$ cat src/rtl/rxr_pkg.sv
// Shared definitions for the receive ring writer.
// Assumes: header layout and status bit positions are fixed by the
// host-side reader and are not parameters.
package rxr_pkg;

    typedef enum logic [2:0] {
        ST_IDLE,     // waiting for the first byte of a frame
        ST_PAYLOAD,  // storing stream bytes
        ST_DRAIN,    // consuming a rejected frame, no writes
        ST_PAD,      // extending a short frame with zeros
        ST_HDR       // writing the 4-byte page header
    } rxr_state_e;

    localparam int HDR_BYTES    = 4;
    localparam int STAT_OK_BIT  = 0;
    localparam int STAT_GRP_BIT = 5;
    localparam logic [7:0] RX_STATUS =
        (8'd1 << STAT_OK_BIT) | (8'd1 << STAT_GRP_BIT);

endpackage

$ cat src/rtl/rxr_space_check.sv
// Decides whether the ring can take one more frame of maximum size.
// Assumes: start < stop and both pointers lie inside the ring, so the
// page difference never goes negative.
module rxr_space_check #(
    parameter int PW        = 8,
    parameter int MAX_FRAME = 1514
) (
    input  logic [PW-1:0] start_pg,
    input  logic [PW-1:0] stop_pg,
    input  logic [PW-1:0] cur_pg,
    input  logic [PW-1:0] bound_pg,
    output logic          room_ok
);
    localparam int FW = PW + 9;
    localparam logic [FW-1:0] NEED_BYTES = FW'(MAX_FRAME + 4);

    logic [PW:0]   free_pg;
    logic [FW-1:0] free_bytes;

    // free pages between the write pointer and the host boundary
    always_comb begin
        if (cur_pg < bound_pg) begin
            free_pg = {1'b0, bound_pg} - {1'b0, cur_pg};
        end else begin
            free_pg = ({1'b0, stop_pg} - {1'b0, start_pg})
                    - ({1'b0, cur_pg} - {1'b0, bound_pg});
        end
        free_bytes = {free_pg, 8'h00};
        room_ok    = (free_bytes >= NEED_BYTES);
    end
endmodule

$ cat src/rtl/rxr_next_page.sv
// Computes the page that follows a stored frame, folded into the ring.
// Assumes: the rounded span is smaller than the ring, so a single
// subtraction of the ring size is enough.
module rxr_next_page #(
    parameter int PW = 8,
    parameter int LW = 16
) (
    input  logic [PW-1:0] base_pg,
    input  logic [PW-1:0] start_pg,
    input  logic [PW-1:0] stop_pg,
    input  logic [LW-1:0] stored_len,
    output logic [PW-1:0] next_pg
);
    localparam int SW = LW + 1;

    logic [SW-1:0] span_pg;
    logic [SW-1:0] sum_pg;

    // round the header-plus-frame span up to pages and wrap once
    always_comb begin
        span_pg = (SW'(stored_len) + SW'(4 + 255)) >> 8;
        sum_pg  = span_pg + SW'(base_pg);
        if (sum_pg >= SW'(stop_pg)) begin
            sum_pg = sum_pg - (SW'(stop_pg) - SW'(start_pg));
        end
        next_pg = sum_pg[PW-1:0];
    end
endmodule

$ cat src/rtl/rxr_ptr_step.sv
// Advances a byte address by one, jumping from the stop address to
// the start address.
// Assumes: the pointer never starts above the stop address.
module rxr_ptr_step #(
    parameter int AW = 16
) (
    input  logic [AW-1:0] ptr,
    input  logic [AW-1:0] start_addr,
    input  logic [AW-1:0] stop_addr,
    output logic [AW-1:0] ptr_next
);
    logic [AW-1:0] ptr_inc;

    // increment with wrap at the top of the ring
    always_comb begin
        ptr_inc  = ptr + AW'(1);
        ptr_next = (ptr_inc == stop_addr) ? start_addr : ptr_inc;
    end
endmodule

$ cat src/rtl/rx_ring_writer.sv
// Receive ring writer: stores stream frames into a paged packet RAM
// ring behind a 4-byte header and advances the current page.
// Assumes: ring limits and boundary are stable during a frame, the
// current page lies in the ring, and frames are at most MAX_FRAME long.
module rx_ring_writer
    import rxr_pkg::*;
#(
    parameter int PW                 = 8,
    parameter int LW                 = 16,
    parameter int MAX_FRAME          = 1514,
    parameter int MIN_FRAME          = 60,
    parameter logic [PW-1:0] RST_PG  = '0
) (
    input  logic            clk,
    input  logic            rst_n,
    input  logic [PW-1:0]   ring_start_pg,
    input  logic [PW-1:0]   ring_stop_pg,
    input  logic [PW-1:0]   bound_pg,
    input  logic            halt,
    input  logic            cur_ld,
    input  logic [PW-1:0]   cur_ld_pg,
    output logic [PW-1:0]   cur_pg,
    input  logic            in_valid,
    input  logic [7:0]      in_data,
    input  logic            in_last,
    output logic            in_ready,
    output logic            ram_we,
    output logic [PW+7:0]   ram_addr,
    output logic [7:0]      ram_wdata,
    output logic            pkt_rcvd
);
    localparam int AW = PW + 8;
    localparam int HW = $clog2(HDR_BYTES);

    rxr_state_e    state_q;
    logic [PW-1:0] base_q;
    logic [AW-1:0] ptr_q;
    logic [LW-1:0] cnt_q;
    logic [HW-1:0] hidx_q;
    logic [PW-1:0] cur_q;
    logic          rcvd_q;

    logic          room_ok;
    logic [PW-1:0] next_pg;
    logic [AW-1:0] ptr_nx;
    logic [LW-1:0] cnt_inc;
    logic [LW-1:0] stored_len;

    assign cnt_inc    = cnt_q + LW'(1);
    assign stored_len = cnt_q + LW'(HDR_BYTES);
    assign cur_pg     = cur_q;
    assign pkt_rcvd   = rcvd_q;

    rxr_space_check #(.PW(PW), .MAX_FRAME(MAX_FRAME)) u_space (
        .start_pg (ring_start_pg),
        .stop_pg  (ring_stop_pg),
        .cur_pg   (cur_q),
        .bound_pg (bound_pg),
        .room_ok  (room_ok)
    );

    rxr_next_page #(.PW(PW), .LW(LW)) u_next (
        .base_pg    (base_q),
        .start_pg   (ring_start_pg),
        .stop_pg    (ring_stop_pg),
        .stored_len (stored_len),
        .next_pg    (next_pg)
    );

    rxr_ptr_step #(.AW(AW)) u_step (
        .ptr        (ptr_q),
        .start_addr ({ring_start_pg, 8'h00}),
        .stop_addr  ({ring_stop_pg, 8'h00}),
        .ptr_next   (ptr_nx)
    );

    // stream handshake: bytes are taken only while storing or draining
    assign in_ready = (state_q == ST_PAYLOAD) || (state_q == ST_DRAIN);

    // RAM write port driven from the state and pointers
    always_comb begin
        ram_we    = 1'b0;
        ram_addr  = ptr_q;
        ram_wdata = in_data;
        unique case (state_q)
            ST_PAYLOAD: ram_we = in_valid;
            ST_PAD: begin
                ram_we    = 1'b1;
                ram_wdata = 8'h00;
            end
            ST_HDR: begin
                ram_we   = 1'b1;
                ram_addr = {base_q, 8'(hidx_q)};
                unique case (hidx_q)
                    2'd0:    ram_wdata = RX_STATUS;
                    2'd1:    ram_wdata = 8'(next_pg);
                    2'd2:    ram_wdata = stored_len[7:0];
                    default: ram_wdata = stored_len[15:8];
                endcase
            end
            default: ram_we = 1'b0;
        endcase
    end

    // frame sequencing, pointer updates and commit
    always_ff @(posedge clk) begin
        if (!rst_n) begin
            state_q <= ST_IDLE;
            base_q  <= '0;
            ptr_q   <= '0;
            cnt_q   <= '0;
            hidx_q  <= '0;
            cur_q   <= RST_PG;
            rcvd_q  <= 1'b0;
        end else begin
            rcvd_q <= 1'b0;
            unique case (state_q)
                ST_IDLE: begin
                    if (in_valid) begin
                        base_q  <= cur_q;
                        ptr_q   <= {cur_q, 8'(HDR_BYTES)};
                        cnt_q   <= '0;
                        state_q <= (halt || !room_ok) ? ST_DRAIN : ST_PAYLOAD;
                    end else if (cur_ld) begin
                        cur_q <= cur_ld_pg;
                    end
                end
                ST_PAYLOAD: begin
                    if (in_valid) begin
                        ptr_q <= ptr_nx;
                        cnt_q <= cnt_inc;
                        if (in_last) begin
                            hidx_q  <= '0;
                            state_q <= (cnt_inc < LW'(MIN_FRAME)) ? ST_PAD : ST_HDR;
                        end
                    end
                end
                ST_PAD: begin
                    ptr_q <= ptr_nx;
                    cnt_q <= cnt_inc;
                    if (cnt_inc >= LW'(MIN_FRAME)) begin
                        hidx_q  <= '0;
                        state_q <= ST_HDR;
                    end
                end
                ST_HDR: begin
                    hidx_q <= hidx_q + HW'(1);
                    if (hidx_q == HW'(HDR_BYTES - 1)) begin
                        cur_q   <= next_pg;
                        rcvd_q  <= 1'b1;
                        state_q <= ST_IDLE;
                    end
                end
                ST_DRAIN: begin
                    if (in_valid && in_last) begin
                        state_q <= ST_IDLE;
                    end
                end
                default: state_q <= ST_IDLE;
            endcase
        end
    end

    // every RAM write stays between the start and stop pages
    p_ring_bounds_r7: assert property (@(posedge clk) disable iff (!rst_n)
        ram_we |-> (ram_addr[AW-1:8] >= ring_start_pg) && (ram_addr[AW-1:8] < ring_stop_pg));

    // a rejected frame never reaches the RAM
    p_drain_no_write_r3: assert property (@(posedge clk) disable iff (!rst_n)
        (state_q == ST_DRAIN) |-> !ram_we);

    // the header is only written once the frame is at least minimum length
    p_padded_min_r4: assert property (@(posedge clk) disable iff (!rst_n)
        (state_q == ST_HDR) |-> (cnt_q >= LW'(MIN_FRAME)));

    // the received pulse lasts one cycle
    p_pulse_single_r5: assert property (@(posedge clk) disable iff (!rst_n)
        pkt_rcvd |=> !pkt_rcvd);

    // the current page moves only on a load or a commit
    p_cur_change_r9: assert property (@(posedge clk) disable iff (!rst_n)
        !$stable(cur_q) |-> (pkt_rcvd || $past(cur_ld)));

endmodule

$ cat config.mk
export PLATFORM = sky130hd
export DESIGN_NAME = rx_ring_writer
export DESIGN_NICKNAME = d
export VERILOG_FILES = /design/src/rtl/rxr_pkg.sv /design/src/rtl/rxr_space_check.sv /design/src/rtl/rxr_next_page.sv /design/src/rtl/rxr_ptr_step.sv /design/src/rtl/rx_ring_writer.sv
export SDC_FILE = /design/constraint.sdc
export NUM_CORES = 1
export LEC_CHECK = 0
export BUFFER_PORTS_ARGS = -buffer_cell sky130_fd_sc_hd__buf_2
export CAP_MARGIN = 5
export CELL_PAD_IN_SITES_DETAIL_PLACEMENT = 1
export CELL_PAD_IN_SITES_GLOBAL_PLACEMENT = 2
export CORE_ASPECT_RATIO = 0.5
export CORE_MARGIN = 4
export CORE_UTILIZATION = 38
export CTS_BUF_LIST = sky130_fd_sc_hd__clkbuf_8
export DETAILED_ROUTE_END_ITERATION = 10
export PLACE_DENSITY_LB_ADDON = 0.1
export SYNTH_ARGS = -nofsm -noshare
export SYNTH_HDL_FRONTEND = slang
export SYNTH_SLANG_ARGS = --single-unit
$ cat constraint.sdc
create_clock -name clk -period 9.7 [get_ports clk]
set_clock_uncertainty 0.05 [all_clocks]
set_input_delay 1.94 -clock clk [delete_from_list [all_inputs] [get_ports clk]]
set_output_delay 1.94 -clock clk [all_outputs]
set_load 0.02 [all_outputs]
## After elaboration in Yosys (flattened, before gate mapping)

Index checks and enable logic that the tools add are counted.

| word-level totals | value |
|---|---|
| register bits after elaboration | 54 |
| output and inout port bits | 35 |
| input bits | 46 |
| word-level logic and storage cells | 87 |

| cells by class | value |
|---|---|
| eq/ne operators | 16 |
| order comparisons | 5 |
| reductions and logical operators | 16 |
| add/subtract/negate cells | 12 |
| mux-type cells | 31 |

Operators by type and width:

| cell | count |
|---|---|
| $mux W16 | 6 |
| $pmux W16 S3 | 2 |
| $add A16 B1 Y16 const B | 2 |
| $mux W8 | 4 |
| $pmux W8 S2 | 2 |
| $sub A8 B8 Y9 | 3 |
| $pmux W8 S3 | 1 |
| $mux W3 | 7 |
| $add A16 B9 Y17 const B | 1 |
| $ge A17 B11 Y1 const B | 1 |
| $add A16 B3 Y16 const B | 1 |
| $eq A16 B16 Y1 | 1 |
| $ge A16 B6 Y1 const B | 1 |
| $lt A16 B6 Y1 const B | 1 |
| $sub A8 B8 Y8 | 2 |
| $pmux W3 S5 | 1 |
| $ne A2 B2 Y1 const B | 7 |
| $add A9 B8 Y10 | 1 |
| $ge A10 B8 Y1 | 1 |
| $mux W9 | 1 |
| $sub A9 B9 Y9 | 1 |
| $lt A8 B8 Y1 | 1 |
| $mux W2 | 4 |
| $reduce_and A4 Y1 | 2 |
| 21 further kinds | 26 |

## Longest topological paths before layout

Gate-level depths: netlist (run 1).

| depth | value |
|---|---|
| depth after elaboration | 9 |
| mapped depth | 23 |
| gate-level depth less buffers | 21 |

## By module

A second synthesis (run 1) with hierarchy kept.

| second synthesis, totals | value |
|---|---|
| cell total of the unflattened synthesis | 882 |
| area total of the unflattened synthesis | 6794.0 sq um |

By module, submodules not included:

| module | sequential area each (sq um) | cells an instance | times used | area each (sq um) |
|---|---|---|---|---|
| rx_ring_writer | 1081.0 | 460 | 1 | 3403.3 |
| rxr_space_check | 0.0 | 163 | 1 | 1260.0 |
| rxr_next_page | 0.0 | 144 | 1 | 1246.2 |
| rxr_ptr_step | 0.0 | 115 | 1 | 884.6 |

## Worst setup path before layout (run 1)

OpenSTA, ideal clock, no wires.

| timing | value |
|---|---|
| kind | register to output |
| start | register cnt_q[3] |
| end | output ram_wdata[1] |
| arrival | 4.736 ns |
| path buffers | 3 |
| slack | 2.974 ns |
| data required time | 7.710 ns |
| cell stages (with the launch flop) | 22 |
| cell sequence | dfxtp_1 ha_1 buf_4 and3_2 clkbuf_2 and3_1 xor2_1 a41oi_1 or3_1 xnor2_1 ha_1 a21o_1 a31oi_1 xnor2_1 ha_1 a211oi_1 o21a_1 o21ai_0 a221oi_2 buf_6 mux2i_1 o21ai_0 |

| on the way | value |
|---|---|
| longest elaborated chain between the ends | 7 |
| elaborated cells between the ends (all ways) | 8 |
| classes of those cells | add/sub (4); order compare (1); mux (3) |

RTL lines:

| item | RTL line | source |
|---|---|---|
| from (decl) | rx_ring_writer.sv:38 | `logic [LW-1:0] cnt_q;` |
| from (signal assigned) | rx_ring_writer.sv:131 | `cnt_q <= cnt_inc;` |
| from (signal assigned) | rx_ring_writer.sv:140 | `cnt_q <= cnt_inc;` |
| $add A16 B3 Y16 * | rx_ring_writer.sv:50 | `assign stored_len = cnt_q + LW'(HDR_BYTES);` |
| $add A16 B9 Y17 | rxr_next_page.sv:21 | `span_pg = (SW'(stored_len) + SW'(4 + 255)) >> 8;` |
| $add A9 B8 Y10 | rxr_next_page.sv:22 | `sum_pg = span_pg + SW'(base_pg);` |
| $sub A8 B8 Y8 / $ge A10 B8 Y1 (equally long branches) | rxr_next_page.sv:24, rxr_next_page.sv:23 |  |
| $mux W8 | rxr_next_page.sv:23 | `if (sum_pg >= SW'(stop_pg)) begin` |
| $pmux W8 S3 * | rx_ring_writer.sv:94 | `unique case (hidx_q)` |
| $pmux W8 S2 * | rx_ring_writer.sv:85 | `unique case (state_q)` |
| to (decl) | rx_ring_writer.sv:29 | `output logic [7:0] ram_wdata,` |

Every way passes the cells marked *; elsewhere a longest branch is shown, timed or not.

## Worst setup path in the final report (run 1)

| timing | value |
|---|---|
| start | register cnt_q[2] |
| end | output ram_wdata[6] |

The elaborated chain is that of the path after synthesis.

==> results.md, run 1 <==
- For this run, the register share of the synthesized area comes to 17.0%.
- The number of placement rows is 33.
- On the worst path, the slowest cell contributes a delay of 0.80 ns.
- The distinct cell type count of the synthesized netlist is 79.
- Of the cells placed in the final design, the portion with a size suffix greater than 1 is 13.4%.
- Counting stages on the worst path, the most repeated cell is sky130_fd_sc_hd__ha_1.
- The clock latency of the later-clocked register in the worst-skew pair is 0.33 ns.
- The fraction of post-synthesis cell area in the top cell type by area is 17.0%.
- The number of buffers and inverters on the critical path is 1.
- In the final layout, the multi-input gates occupy 4840 µm².
- OpenSTA, run right after detailed placement, puts the worst setup slack at 1.73 ns.
- The number of enable flip-flop cells after synthesis is 0.
- At the pin with the least slew margin, the transition time is 1.07 ns.
- Data on the critical path arrives at its endpoint at 6.44 ns.
- Synthesis inferred 54 register bits.
- The post-synth net total is 941.
- The number of warnings issued by yosys is 0.
- The die boundary width is 191 µm.
- The flow ran to the end, and the final reports show no timing, DRC or antenna violations.
- For the worst setup path, the data required time is 7.71 ns.
- TritonCTS built the clock tree.
- Input and output buffers added on the ports amount to 80.
- STA classifies the critical path endpoint as a primary output.
- After layout, the worst setup slack is 1.27 ns.
- The family with the most delay on the worst path is compound AO/OA/AOI/OAI gates.
- At the end of the flow, the number of nets in the layout was 986.
- The number of iterations in the first detailed-routing pass is 4.
- The number of routed nets with antenna violations is 0.
- Of all nets on the critical path, the largest fanout is 11.
- The count of pins over their slew limit is 0.
- The fraction of registers with async set/reset is 0%.
- The power consumption is 0.000671 W.
- Setup violations remaining at the end of the flow were counted as 0.
- The total number of clock tree sinks is 54.
- The number of global-route vias before repair came to 6200.
- The area growth from synthesis to layout is 9.14%.
- In the post-synthesis netlist, the biggest area contributors are sky130_fd_sc_hd__dfxtp_1 17%, sky130_fd_sc_hd__ha_1 10%, sky130_fd_sc_hd__fa_1 7.9%, sky130_fd_sc_hd__nand2_1 5.7%, sky130_fd_sc_hd__xnor2_1 5.7%.
- CTS placed an instance of sky130_fd_sc_hd__clkbuf_8 at the clock tree root.
- Pin placement for this block handled 81 I/O pins.
- The path type of the worst setup path is flip-flop to primary output.
- Across the run, the number of max-cap violations was 0.
- The wire-length estimate of the detail-placed layout is 18700 µm.
- Fill cells in the final layout number 2094.
- The upper clock frequency limit is 119 MHz.
- The final hold violation count is 0.
- The final cycle utilization of the critical path is 86.9%.
- Setup repair after global routing left no endpoint under its margin.
- Buffers inserted to repair hold after CTS numbered 0.
- The placed cell area is 6850 µm².
- The global-route wire length before repair is 36400 µm.
- The clock-pin slew on the worst setup and hold paths is 0.11 ns.
- Across every metal layer, demand over resource in global routing totals 24.4%.
- The final non-filler cell total is 1091.
- Measured along the y axis, the die boundary spans 99.4 µm.
- The maximum clock insertion buffer count is 2.
- For this design the static power due to leakage is 2.93 nW.
- In this run, post-CTS repair resized a total of 0 instances.
- VDD sags by at most 43.3 µV.
- The starting density of the core is 38.7%.
- Traced cell by cell, the critical path runs through ha_1 > and3_2 > and3_1 > xor2_1 > a41oi_1 > or3_1 > xnor2_1 > ha_1 > a21o_1 > a31oi_1 > xnor2_1 > ha_1 > a211oi_1 > o21a_1 > o21ai_0 > a221oi_2 > mux2_2 > a221o_1 > buf_2.
- Dividing total power by cell area gives a power density of 96.8 nW/µm².
- The headroom to the max-slew limit is 28.7%.
- The placer congestion estimate is 0.898.
- The number of buffers created by CTS is 5.
- Synthesis produced 819 cells.
- The post-detailed-routing wire length is 23100 µm.
- The minimum clock period after layout is 8.43 ns.
- Post-CTS timing repair inserted 0 buffers for setup.
- The number of cells in the design after placement is 1084.
- The number of H-tree branching levels is 2.
- The area of the core is 16400 µm².
- The detailed router finished its first iteration with 301 violations.
- The biggest area contributor in the post-synthesis netlist is sky130_fd_sc_hd__dfxtp_1.
- The pin count of the biggest net entering global routing is 60.
- The cell area that synthesis handed to floorplanning was 6350 µm².
- The most frequently used flop master after synthesis is sky130_fd_sc_hd__dfxtp_1.
- The category of the worst setup path launch point is a flip-flop.
- The sequential cells in the finished layout cover a total of 1080 µm².
- Dividing the detail-routed via count by the number of cells gives 5.66.
- The final instance area is 6930 µm².
- The mean instance size in the synthesized netlist is 7.75 µm².
- In the final routed layout, each cell accounts on average for 21.2 µm.
- For this block, the via count after detailed routing is 6174.
- Adding up every negative setup slack in the final design gives 0 ns.
- After detailed routing, the number of remaining DRC violations is 0.
- 0 antenna diodes ended up in the layout.
- The highest-delay cell along the critical path is sky130_fd_sc_hd__a221oi_2.
- The type of the worst min-delay path is flip-flop to flip-flop.
- The total global routing overflow is 0.
- The floorplan step defined a die boundary enclosing 19000 µm².
- The initial antenna violation count is 0.
-- Yosys cell counts, drive strengths merged (11+ instances only) --
library cell	instances
fa	25
ha	51
xor2	26
inv	52
a21oi	44
nor3	15
clkbuf	34
dfxtp	54
mux2i	12
a21boi	17
xnor2	41
nor2b	15
nand2	97
a21o	11
nor2	49
nand3	35
o21ai	55
nor4	13
and2	11
buf	14
-- layout make-up --
class | count | area share, %
clock buffer | 5 | 0.993
sequential | 54 | 15.6
clock inverter | 2 | 0.162
inverter | 52 | 2.82
tap | 227 | 4.10
multi-input combinational | 665 | 69.9
timing repair buffer | 86 | 6.43
-- cells in the final DEF, fill, tap and decap left out, types with 25 or more instances in the layout --
cell | synthesis | routed
sky130_fd_sc_hd__dfxtp_1 | 54 | 54
sky130_fd_sc_hd__buf_2 | 5 | 80
sky130_fd_sc_hd__o21ai_0 | 54 | 54
sky130_fd_sc_hd__nand2_1 | 97 | 97
sky130_fd_sc_hd__nand3_1 | 32 | 32
sky130_fd_sc_hd__a21oi_1 | 44 | 44
sky130_fd_sc_hd__xor2_1 | 25 | 25
sky130_fd_sc_hd__fa_1 | 25 | 25
sky130_fd_sc_hd__ha_1 | 51 | 51
sky130_fd_sc_hd__nor2_1 | 49 | 49
sky130_fd_sc_hd__xnor2_1 | 41 | 41
sky130_fd_sc_hd__inv_1 | 52 | 53
-- routing by layer --
layer	track usage, %	vias up	share of wire [%]
met5	0	-	0
met4	3.03	0	0.83
met3	3.75	14	4.8
met2	39.9	116	45
met1	35.3	3048	50
li1	-	2996	-
-- logic make-up (layout without fill, tap and decap cells) --
kind of cell | Yosys count | in the layout | share of synthesized area (%)
AND/OR/NAND/NOR | 288 | 288 | 23.1
AO/OA/AOI/OAI | 217 | 217 | 22.8
buffers and inverters | 100 | 145 | 6.86
adder cells (fa/ha/maj) | 76 | 76 | 17.9
XOR/XNOR | 68 | 68 | 9.71
flip-flops | 54 | 54 | 17.0
multiplexers | 16 | 16 | 2.60
-- flip-flops by register name (all words and copies together) (netlist names) --
signal and count:
base_q 8, cnt_q 16, cur_pg 8, hidx_q 2, pkt_rcvd 1, ptr_q 16, state_q 3
-- worst min-delay path, cell delays in order (launching register included) --
cell                       delay [ns]
sky130_fd_sc_hd__dfxtp_1         0.35
sky130_fd_sc_hd__nand2_1         0.05
sky130_fd_sc_hd__a21boi_0        0.06
-- final timing paths --
path                  start      endpoint  slack (ns)  depth (start not counted)
setup / recovery   cnt_q[2]  ram_wdata[6]        1.27                         19
hold / removal    base_q[7]     base_q[7]        0.45                          2
setup reg to reg   cnt_q[2]     cur_pg[6]        3.70                         18
hold reg to reg   base_q[7]     base_q[7]        0.45                          2
-- where the power goes --
group | total, W | internal (W) | switching (W)
Combinational | 0.000290 | 0.000116 | 0.000174
Clock | 0.000138 | 0.0000491 | 0.0000885
Sequential | 0.000243 | 0.000229 | 0.0000144
Total | 0.000671 | 0.000394 | 0.000277
-- stage by stage --
stage | hold WS (ns) | util [%]
after floorplan | 0.404 | -
after global placement | 0.429 | 41.8
after detailed placement | 0.439 | 41.8
after CTS | 0.456 | 42.3
after global routing | 0.471 | 42.3
final | 0.452 | 42.3
Power figures use the tool's default switching activity.
==> inputs of run 2 (changes only) <==
--- a/config.mk
+++ b/config.mk
@@ -11,7 +11,7 @@
 export CELL_PAD_IN_SITES_GLOBAL_PLACEMENT = 2
 export CORE_ASPECT_RATIO = 0.5
 export CORE_MARGIN = 4
-export CORE_UTILIZATION = 38
+export CORE_UTILIZATION = 36
 export CTS_BUF_LIST = sky130_fd_sc_hd__clkbuf_8
 export DETAILED_ROUTE_END_ITERATION = 10
 export PLACE_DENSITY_LB_ADDON = 0.1
==> constraint.sdc (replaced) <==
create_clock -name clk -period 9.5 [get_ports clk]
set_clock_uncertainty 0.05 [all_clocks]
set_input_delay 1.9 -clock clk [delete_from_list [all_inputs] [get_ports clk]]
set_output_delay 1.9 -clock clk [all_outputs]
set_load 0.02 [all_outputs]
==> results.md, run 2 (synthesis gave the netlist of run 1 again) <==
- Timing would allow up to 119 MHz.
- The final core area utilization came to 41.3% (was 42.3%).
- The most frequent standard cell in the layout excluding fill and tap cells is sky130_fd_sc_hd__nand2_1 (unchanged).
- The total global routing overflow is 0 (unchanged).
- The number of buffers inserted by port buffering is 80 (unchanged).
- The minimum setup slack after placement was 1.57 ns (was 1.73 ns).
- The nature of the critical path endpoint is a primary output (unchanged).
- The arrival time of the worst setup path came to 6.43 ns (was 6.44 ns).
- The number of global-route vias before repair is 6314 (was 6200).
- The initial antenna violation count came to 0 (unchanged).
- The count of routing violations after the opening detailed-route iteration came to 386 (was 301).
- The minimum clock period after layout is 8.38 ns.
- The area enclosed by the die boundary came to 20000 µm² (was 19000 µm²).
- The number of placement rows was 33 (unchanged).
- The routed wire length per instance came to 21.7 µm (was 21.2 µm).
- The maximum fanout along the worst path came to 11 (unchanged).
- The count of pins over their slew limit is 0 (unchanged).
- The global-route wire length before repair is 36900 µm (was 36400 µm).
- The placer congestion estimate was 0.875 (was 0.898).
- The highest-delay cell along the critical path is sky130_fd_sc_hd__a221oi_2 (unchanged).
- Result of the run: completed (unchanged).
- The root buffer cell is sky130_fd_sc_hd__clkbuf_8 (unchanged).
- The number of max-capacitance violations reported is 0 (unchanged).
- Setup repair after global routing missed its margin: false (unchanged).
- The hold buffer count at cts is 0 (unchanged).
- The number of buffers created by CTS came to 5 (unchanged).
- The reported leakage power is 2.94 nW (was 2.93 nW).
- The smallest setup slack after layout is 1.12 ns (was 1.27 ns).
- The worst voltage drop across the vdd grid came to 52.8 µV (was 43.3 µV).
- The total global routing track utilization was 23.6% (was 24.4%).
- The slew at the pin closest to its max-slew limit was 1.23 ns (was 1.07 ns).
- The number of routed nets with antenna violations is 0 (unchanged).
- The source of the critical timing path is cnt_q[2] (unchanged).
- The maximum clock insertion buffer count is 2 (unchanged).
- The final hold violation count came to 0 (unchanged).
- The register-to-register setup slack is 3.53 ns (was 3.70 ns).
- The destination of the worst hold path was base_q[7] (unchanged).
- The number of I/O pins came to 81 (unchanged).
- The path type of the worst setup path was flip-flop to primary output (unchanged).
- The number of iterations in the first detailed-routing pass was 5 (was 4).
- The die height came to 102 µm (was 99.4 µm).
- The post-CTS resize count is 0 (unchanged).
- The worst reg-to-reg path cell count is 18 (unchanged).
- The pin count of the biggest net entering global routing is 60 (unchanged).
- The proportion of layout cells with a drive suffix above 1 came to 13.6% (was 13.4%).
- The clock-pin slew on the worst setup and hold paths is 0.12 ns (was 0.11 ns).
- The number of remaining DRC errors is 0 (unchanged).
- The die boundary width is 196 µm (was 191 µm).
- The number of setup violations in the final report is 0 (unchanged).
- Largest registers ranked by flip-flop count: cnt_q x16, ptr_q x16 (unchanged).
- The category of the worst setup path launch point is a flip-flop (unchanged).
- The setup TNS after final layout is 0 ns (unchanged).
- The areal power density over the cells was 101 nW/µm² (was 96.8 nW/µm²).
- The final cycle utilization of the critical path is 88.2%.
- The required time of the worst setup path is 7.55 ns (was 7.71 ns).
- The type of the worst min-delay path is flip-flop to flip-flop (unchanged).
- The final-stage net count was 986 (unchanged).
- The area of the core is 16800 µm² (was 16400 µm²).
- The detailed-placement wirelength estimate was 19000 µm (was 18700 µm).
- The start point of the worst hold path was base_q[7] (unchanged).
- The number of H-tree branching levels is 2 (unchanged).
- The count of buffers added by post-CTS timing repair for setup is 0 (unchanged).
- The layout overhead on the synthesized area was 9.50% (was 9.14%).
- The delay of the slowest cell on the worst path is 0.79 ns (was 0.80 ns).
- The mean number of vias per cell is 5.74 (was 5.66).
- The count of fill cells added during filler insertion is 2114 (was 2094).
- The most frequent cell on the critical path is sky130_fd_sc_hd__ha_1 (unchanged).
- The reg-to-reg critical path endpoint is cur_pg[6] (unchanged).
- The clock latency of the later-clocked register in the worst-skew pair is 0.34 ns (was 0.33 ns).
- The worst reg2reg path startpoint is cnt_q[2] (unchanged).
- The cell depth of the worst min-delay path came to 2 (unchanged).
- The CTS tree is done (unchanged).
- Ordered list of cells on the worst path: ha_1 > and3_2 > and3_1 > xor2_1 > a41oi_1 > or3_1 > xnor2_1 > ha_1 > a21o_1 > a31oi_1 > xnor2_1 > ha_1 > a211oi_1 > o21a_1 > o21ai_0 > a221oi_2 > mux2_2 > a221o_1 > buf_2 (unchanged).
- The headroom to the max-slew limit is 17.9% (was 28.7%).
- Highest-count cells in the layout ignoring fill and taps: 97 x sky130_fd_sc_hd__nand2_1, 80 x sky130_fd_sc_hd__buf_2, 54 x sky130_fd_sc_hd__o21ai_0, 54 x sky130_fd_sc_hd__dfxtp_1, 52 x sky130_fd_sc_hd__inv_1 (was 97 x sky130_fd_sc_hd__nand2_1, 80 x sky130_fd_sc_hd__buf_2, 54 x sky130_fd_sc_hd__o21ai_0, 54 x sky130_fd_sc_hd__dfxtp_1, 53 x sky130_fd_sc_hd__inv_1).
- The post-detailed-routing wire length is 23700 µm (was 23100 µm).
- The total number of clock tree sinks was 54 (unchanged).
- The overall via count from detail_route is 6276 (was 6174).
- The starting density of the core was 37.7% (was 38.7%).
-- run 2: routing by layer --
metal / part of all wire (%) / GRT usage, % / vias up
met5: 0 / 0 / -
met1: 50 / 34.9 / 3109
met2: 44 / 38.6 / 146
met3: 5.0 / 2.47 / 11
met4: 0.64 / 3.00 / 0
li1: - / - / 3010
-- run 2: critical path: cells and delay by family (launching register included) --
family	cells	cell delay [ns]
AO/OA/AOI/OAI	8	2.15
XOR/XNOR	3	0.78
adder cells (fa/ha/maj)	3	1.08
buffers and inverters	1	0.16
flip-flops	1	0.55
multiplexers	1	0.44
AND/OR/NAND/NOR	3	0.94
-- run 2: cell type report --
class	count	area (µm²)	share of cell area, %
clock inverter	2	17.5	0.252
sequential	54	1080	15.5
timing repair buffer	86	445	6.41
antenna	1	2.50	0.0360
tap	227	284	4.08
clock buffer	6	82.6	1.19
inverter	52	195	2.81
multi-input combinational	665	4840	69.7
-- run 2: worst max path at each step --
stage / to / slack (ns) / cells past startpoint
2_1_floorplan: ram_wdata[1] / 2.81 / 21
3_3_place_gp: ram_wdata[6] / 1.75 / 18
3_5_place_dp: ram_wdata[6] / 1.57 / 19
4_1_cts: ram_wdata[6] / 1.18 / 18
5_1_grt: ram_wdata[6] / 0.74 / 19
6_report: ram_wdata[6] / 1.12 / 19
-- run 2: metrics by stage --
stage          hold WS [ns]  std cells  total power, W  cell area, µm²
4_1_cts               0.459       1092        0.000710            6950
5_1_grt               0.492       1092        0.000752            6950
6_report              0.457       1093        0.000705            6950
3_3_place_gp          0.421       1084        0.000546            6850
2_1_floorplan         0.404        819        0.000452            6350
3_5_place_dp          0.438       1084        0.000554            6850
-- run 2: power by group --
group          total [W]  switching, W  internal, W  leakage [nW]
clock           0.000155     0.0000943    0.0000605        0.0514
combinational   0.000302      0.000183     0.000119          2.45
sequential      0.000248     0.0000145     0.000234         0.437
total           0.000705      0.000292     0.000413          2.94
